<file path="src/rtl/addr_xlat_pkg.sv">
package addr_xlat_pkg;

    // Field select codes for the register write port
    typedef enum logic [1:0] {
        FLD_BASE = 2'd0,
        FLD_HIGH = 2'd1,
        FLD_VEC  = 2'd2,
        FLD_CTRL = 2'd3
    } fld_sel_e;

    // Bit positions inside the control field
    localparam int CTRL_EN_BIT = 0;
    localparam int CTRL_IO_BIT = 1;

    // Response sequencing states
    typedef enum logic {
        S_IDLE = 1'b0,
        S_EMIT = 1'b1
    } rsp_state_e;

endpackage

</file>
<file path="src/rtl/xlat_win_regs.sv">
module xlat_win_regs
    import addr_xlat_pkg::*;
#(
    parameter int AW   = 32,
    parameter int NWIN = 6,
    localparam int IW  = (NWIN > 1) ? $clog2(NWIN) : 1
) (
    input  logic                clk,
    input  logic                rst_n,
    input  logic                we,
    input  logic [IW-1:0]       win,
    input  logic [1:0]          field,
    input  logic [AW-1:0]       data,
    output logic [NWIN-1:0][AW-1:0] base_q,
    output logic [NWIN-1:0][AW-1:0] high_q,
    output logic [NWIN-1:0][AW-1:0] vec_q,
    output logic [NWIN-1:0]     en_q,
    output logic [NWIN-1:0]     io_q
);

    for (genvar i = 0; i < NWIN; i++) begin : g_win
        logic sel;
        assign sel = we && (win == IW'(i));

        always_ff @(posedge clk) begin
            if (!rst_n) begin
                base_q[i] <= '0;
                high_q[i] <= '0;
                vec_q[i]  <= '0;
                en_q[i]   <= 1'b0;
                io_q[i]   <= 1'b0;
            end else if (sel) begin
                unique case (fld_sel_e'(field))
                    FLD_BASE: base_q[i] <= data;
                    FLD_HIGH: high_q[i] <= data;
                    FLD_VEC:  vec_q[i]  <= data;
                    FLD_CTRL: begin
                        en_q[i] <= data[CTRL_EN_BIT];
                        io_q[i] <= data[CTRL_IO_BIT];
                    end
                endcase
            end
        end
    end

endmodule

</file>
<file path="src/rtl/xlat_win_match.sv">
module xlat_win_match #(
    parameter int AW = 32
) (
    input  logic [AW-1:0] addr,
    input  logic [AW-1:0] base,
    input  logic [AW-1:0] high,
    input  logic [AW-1:0] vec,
    input  logic          en,
    output logic          hit,
    output logic [AW-1:0] xaddr
);

    logic [AW-1:0] span_mask;
    logic [AW-1:0] merged;

    always_comb begin
        span_mask = high - base;
        hit       = en && (addr >= base) && (addr <= high);
        merged    = (vec & ~span_mask) | (addr & span_mask);
        xaddr     = {merged[AW-1:3], 3'b000};
    end

endmodule

</file>
<file path="src/rtl/xlat_prio_pick.sv">
module xlat_prio_pick #(
    parameter int AW   = 32,
    parameter int NWIN = 6
) (
    input  logic [NWIN-1:0]         hits,
    input  logic [NWIN-1:0][AW-1:0] xaddrs,
    input  logic [NWIN-1:0]         ios,
    output logic                    any_hit,
    output logic [AW-1:0]           sel_addr,
    output logic                    sel_io
);

    always_comb begin
        any_hit  = 1'b0;
        sel_addr = '0;
        sel_io   = 1'b0;
        // Walk from the top so the lowest index is assigned last and wins
        for (int i = NWIN - 1; i >= 0; i--) begin
            if (hits[i]) begin
                any_hit  = 1'b1;
                sel_addr = xaddrs[i];
                sel_io   = ios[i];
            end
        end
    end

endmodule

</file>
<file path="src/rtl/addr_xlat_top.sv">
module addr_xlat_top
    import addr_xlat_pkg::*;
#(
    parameter int AW   = 32,
    parameter int NWIN = 6,
    localparam int IW  = (NWIN > 1) ? $clog2(NWIN) : 1
) (
    input  logic          clk,
    input  logic          rst_n,
    input  logic          cfg_we,
    input  logic [IW-1:0] cfg_win,
    input  logic [1:0]    cfg_field,
    input  logic [AW-1:0] cfg_data,
    input  logic          req_valid,
    input  logic [AW-1:0] req_addr,
    output logic          rsp_valid,
    output logic [AW-1:0] rsp_addr,
    output logic          rsp_io,
    output logic          rsp_hit
);

    logic [NWIN-1:0][AW-1:0] base_q, high_q, vec_q, xaddrs;
    logic [NWIN-1:0]         en_q, io_q, hits;
    logic                    any_hit, sel_io;
    logic [AW-1:0]           sel_addr;

    rsp_state_e state_q, state_d;

    xlat_win_regs #(.AW(AW), .NWIN(NWIN)) u_regs (
        .clk    (clk),
        .rst_n  (rst_n),
        .we     (cfg_we),
        .win    (cfg_win),
        .field  (cfg_field),
        .data   (cfg_data),
        .base_q (base_q),
        .high_q (high_q),
        .vec_q  (vec_q),
        .en_q   (en_q),
        .io_q   (io_q)
    );

    for (genvar i = 0; i < NWIN; i++) begin : g_match
        xlat_win_match #(.AW(AW)) u_match (
            .addr  (req_addr),
            .base  (base_q[i]),
            .high  (high_q[i]),
            .vec   (vec_q[i]),
            .en    (en_q[i]),
            .hit   (hits[i]),
            .xaddr (xaddrs[i])
        );
    end

    xlat_prio_pick #(.AW(AW), .NWIN(NWIN)) u_pick (
        .hits     (hits),
        .xaddrs   (xaddrs),
        .ios      (io_q),
        .any_hit  (any_hit),
        .sel_addr (sel_addr),
        .sel_io   (sel_io)
    );

    // Next-state logic
    always_comb begin
        state_d = state_q;
        unique case (state_q)
            S_IDLE: if (req_valid) state_d = S_EMIT;
            S_EMIT: state_d = req_valid ? S_EMIT : S_IDLE;
        endcase
    end

    // State register
    always_ff @(posedge clk) begin
        if (!rst_n) state_q <= S_IDLE;
        else        state_q <= state_d;
    end

    // Result registers, loaded on each request
    always_ff @(posedge clk) begin
        if (!rst_n) begin
            rsp_addr <= '0;
            rsp_io   <= 1'b0;
            rsp_hit  <= 1'b0;
        end else if (req_valid) begin
            rsp_hit  <= any_hit;
            rsp_addr <= any_hit ? sel_addr : '0;
            rsp_io   <= any_hit && sel_io;
        end
    end

    assign rsp_valid = (state_q == S_EMIT);

endmodule

</file>
<file path="config.mk">
export PLATFORM = sky130hd
export DESIGN_NAME = addr_xlat_top
export DESIGN_NICKNAME = d
export VERILOG_FILES = /design/src/rtl/addr_xlat_pkg.sv /design/src/rtl/xlat_win_regs.sv /design/src/rtl/xlat_win_match.sv /design/src/rtl/xlat_prio_pick.sv /design/src/rtl/addr_xlat_top.sv
export SDC_FILE = /design/constraint.sdc
export NUM_CORES = 2
export LEC_CHECK = 0
export BUFFER_PORTS_ARGS = -buffer_cell sky130_fd_sc_hd__buf_2
export CAP_MARGIN = 20
export CELL_PAD_IN_SITES_DETAIL_PLACEMENT = 2
export CELL_PAD_IN_SITES_GLOBAL_PLACEMENT = 2
export CORE_ASPECT_RATIO = 1.2
export CORE_MARGIN = 2
export CORE_UTILIZATION = 39
export DETAILED_ROUTE_END_ITERATION = 8
export PLACE_DENSITY_LB_ADDON = 0.05
export SYNTH_ARGS = -nofsm -noshare
export SYNTH_HDL_FRONTEND = slang
export SYNTH_SLANG_ARGS = --single-unit
</file>
<file path="constraint.sdc">
create_clock -name clk -period 5.3 [get_ports clk]
set_clock_uncertainty 0.2 [all_clocks]
set_input_delay 1.06 -clock clk [delete_from_list [all_inputs] [get_ports clk]]
set_output_delay 1.06 -clock clk [all_outputs]
set_load 0.01 [all_outputs]
</file>
==> flow_summary.yaml <==
run_status:
  status: "completed"
cts:
  cts_tree: "built"
  clock_latency_ns: 0.69
  post_cts_buffers: 0
  cts_buffer_depth: 3
  hold_buffers: 0
  cts-root-buf: "clkbuf_16"
  cts_inserted_buffers: 75
  cts_resized: 0
  h-tree-depth: 3
  clk_pin_slew_worst_paths_ns: 0.06
  cts_sinks: 602
logic_synthesis:
  synth_edf_count: 0
  ys_types: 89
  ys.flop_type: "dfxtp_1"
  synth_seq_cells: 602
  async_reset_ff_share_pct: 0
  syn_inst: 5550
  yosys_warnings: 0
  yosysSeqAreaShare_pct: 28.11
  avgSynthCellArea_um2: 7.724
  netlist_area_um2: 42870
placed_design:
  gp_congestion: 0.9423
  dpl_cell_area_um2: 45410
  dpl.hpwl_um: 149500
  place_inst: 6943
  portBuffers: 104
drt:
  wire_per_inst_um: 27.74
  drt_pass1_iterations: 5
  via_per_inst: 5.876
  drtAntennaViolNets: 0
  drc_errors: 0
  drt_wl_total_um: 196300
  vias: 41590
  drtIter0Drc: 2356
global_routing:
  grt_first_pass_wirelength_um: 291100
  antenna_found_initial: 9
  grt_util_all_layers_pct: 34.45
  grt_pass1_vias: 45080
  gr-total-overflow: 0
  grt_max_degree: 188
floorplan:
  die_y_um: 367.2
  start_util_pct: 39.21
  io_pins: 108
  coreArea_um2: 109300
  rows: 133
  die_area_um2: 112600
  die_x_um: 306.7
timing:
  hold_viol_final: 0
  finalCritPeriodShare_pct: 97.05
  fmax_ghz: 0.1944
  final_max_slew_viol_count: 0
  maxSlewHeadroom_pct: 26.64
  setup_viol: 0
  min_period_ns: 5.144
  tightest_slew_ns: 1.094
  rsz0062_at_grt: "false"
worst_setup_path:
  cp.required_ns: 5.69
  arrival_ns: 5.53
  crit_type: "primary input to flip-flop"
  r2r-end: "rsp_addr[4]"
  r2r-start: "u_regs.high_q[174]"
  worstRegToRegCells: 15
  cp-startpoint: "req_addr[11]"
  start_kind: "primary input"
  crit_end: "rsp_addr[23]"
  reg2reg_slack_ns: 0.39
  cp_max_fo: 29
  endpoint_kind: "flip-flop"
power_and_ir_drop:
  p_per_area_nw_per_um2: 257.0
  vdd.ir_drop.worst_uv: 275.1
  p_leak_nw: 17.67
cells_and_area:
  final_cells: 7078
  fin_util_pct: 43.88
  final_net_count: 6240
  drive_gt1_share_pct: 8.039
  area_delta_synth_final_pct: 11.90
  fill_cells: 12590
  fin_area_um2: 47970
flow_run:
  drv_cap: 0
hold_path:
  hp-class: "flip-flop to flip-flop"
-- flip-flops by register name (all words and copies together), names as in the netlist --
name           count
u_regs.high_q    192
u_regs.io_q        6
rsp_addr          29
rsp_valid          1
u_regs.vec_q     174
u_regs.en_q        6
u_regs.base_q    192
rsp_hit            1
rsp_io             1
-- logic make-up (layout without fill, tap and decap cells) --
group | Yosys count | count (layout) | synth area share, %
other | 1 | 4 | 0.008748
buffers and inverters | 693 | 801 | 6.094
multiplexers | 163 | 163 | 3.937
AO/OA/AOI/OAI | 1467 | 1467 | 23.56
AND/OR/NAND/NOR | 1904 | 1904 | 18.64
flip-flops | 602 | 602 | 28.11
XOR/XNOR | 156 | 156 | 3.187
adder cells (fa/ha/maj) | 564 | 564 | 16.46
-- synth_stat cells (all sizes together) (12+ instances only) --
cell,count,area [µm²]
a31oi,21,143.9
a221oi,17,167.7
and3,20,125.1
nand2,1348,5060
and4,17,148.9
a211oi,35,267.8
o211ai,35,267.8
a21oi,267,1336
a21o,96,720.7
nor4,17,106.4
o21a,39,292.8
ha,564,7057
nor3,45,225.2
a21boi,581,4362
clkbuf,266,998.5
nand2b,34,220.2
nand3,60,300.3
inv,422,1584
o21bai,20,150.1
xnor2,102,893.4
o21ai,194,970.9
xor2,54,473.0
o221ai,12,105.1
mux2i,121,1211
nor2,204,765.7
nor2b,40,250.2
a22oi,17,127.6
nand4,73,456.7
o31ai,13,97.59
dfxtp,602,12050
o22ai,19,118.9
mux2,42,476.7
-- placed cells by master (no fill, tap or decap), types with 20 or more instances in the layout --
| master | Yosys | layout |
|---|---|---|
| xor2_1 | 54 | 54 |
| nor3_1 | 45 | 39 |
| o21a_1 | 39 | 39 |
| a21o_1 | 96 | 96 |
| a21boi_0 | 581 | 581 |
| dfxtp_1 | 602 | 602 |
| nand2_1 | 1348 | 1340 |
| nor2_1 | 204 | 192 |
| nand4_1 | 73 | 73 |
| xnor2_1 | 102 | 102 |
| inv_1 | 421 | 421 |
| buf_2 | 0 | 104 |
| nand2b_1 | 33 | 33 |
| buf_4 | 3 | 133 |
| a21oi_1 | 267 | 267 |
| clkbuf_16 | 0 | 81 |
| o21bai_1 | 20 | 20 |
| and3_1 | 20 | 20 |
| mux2i_1 | 121 | 121 |
| ha_1 | 564 | 564 |
| o211ai_1 | 34 | 34 |
| a211oi_1 | 34 | 34 |
| nand3_1 | 60 | 60 |
| nor2b_1 | 40 | 39 |
| o21ai_0 | 176 | 176 |
| mux2_2 | 36 | 36 |
-- final cells by class --
cell class	instances	area [µm²]	share of cell area, %
multi-input combinational	4257	28320	59.05
sequential	602	12050	25.12
clock buffer	114	2301	4.797
tap	1417	1773	3.696
timing repair buffer	245	1674	3.490
inverter	422	1584	3.302
clock inverter	20	260.3	0.5425
antenna	1	2.502	0.005216
-- power by group --
part / internal, W / switching (W) / leakage (nW)
Combinational: 0.000776 / 0.00139 / 11.6
Clock: 0.00328 / 0.00231 / 1.25
Sequential: 0.00456 / 0.0000228 / 4.85
-- worst max-delay path, stage by stage --
cell,delay [ns]
buf_2,0.12
buf_4,0.22
ha_1,0.34
nand4_1,0.15
nor4_1,0.77
a21boi_0,0.45
nand4b_1,0.31
o2bb2ai_1,0.18
a22o_1,0.30
buf_4,0.44
and2_1,0.31
buf_4,0.26
nand2_1,0.07
o21ai_0,0.29
o21ai_1,0.11
o211ai_1,0.10
-- worst min-delay path by stage --
stage | from | endpoint | slack, ns | cells past startpoint
after floorplan | u_regs.vec_q[122] | u_regs.vec_q[122] | 0.24 | 2
after global placement | u_regs.vec_q[41] | u_regs.vec_q[41] | 0.25 | 2
after detailed placement | u_regs.base_q[26] | u_regs.base_q[26] | 0.26 | 2
after CTS | u_regs.base_q[26] | u_regs.base_q[26] | 0.27 | 2
after global routing | u_regs.base_q[119] | u_regs.base_q[119] | 0.29 | 2
final | u_regs.base_q[110] | u_regs.base_q[110] | 0.26 | 2
-- stage by stage --
stage          hold WS, ns  setup TNS, ns  setup WS, ns  total power [W]
3_5_place_dp        0.2606         -7.663       -0.5239         0.006784
4_1_cts             0.2685              0        0.1984          0.01239
5_1_grt             0.2876              0        0.1119          0.01274
3_3_place_gp        0.2488         -6.931       -0.4604         0.006741
6_report            0.2648              0        0.1561          0.01233
2_1_floorplan       0.2393              0         1.216         0.005927
-- per-layer routing --
layer | track usage [%] | part of all wire [%] | vias to the layer above
li1 | - | - | 19170
met1 | 42.59 | 43 | 21290
met2 | 60.22 | 48 | 789
met3 | 3.849 | 3.8 | 330
met4 | 14.75 | 4.5 | 10
met5 | 0 | 0.029 | -
(Power assumes the default switching activity.)
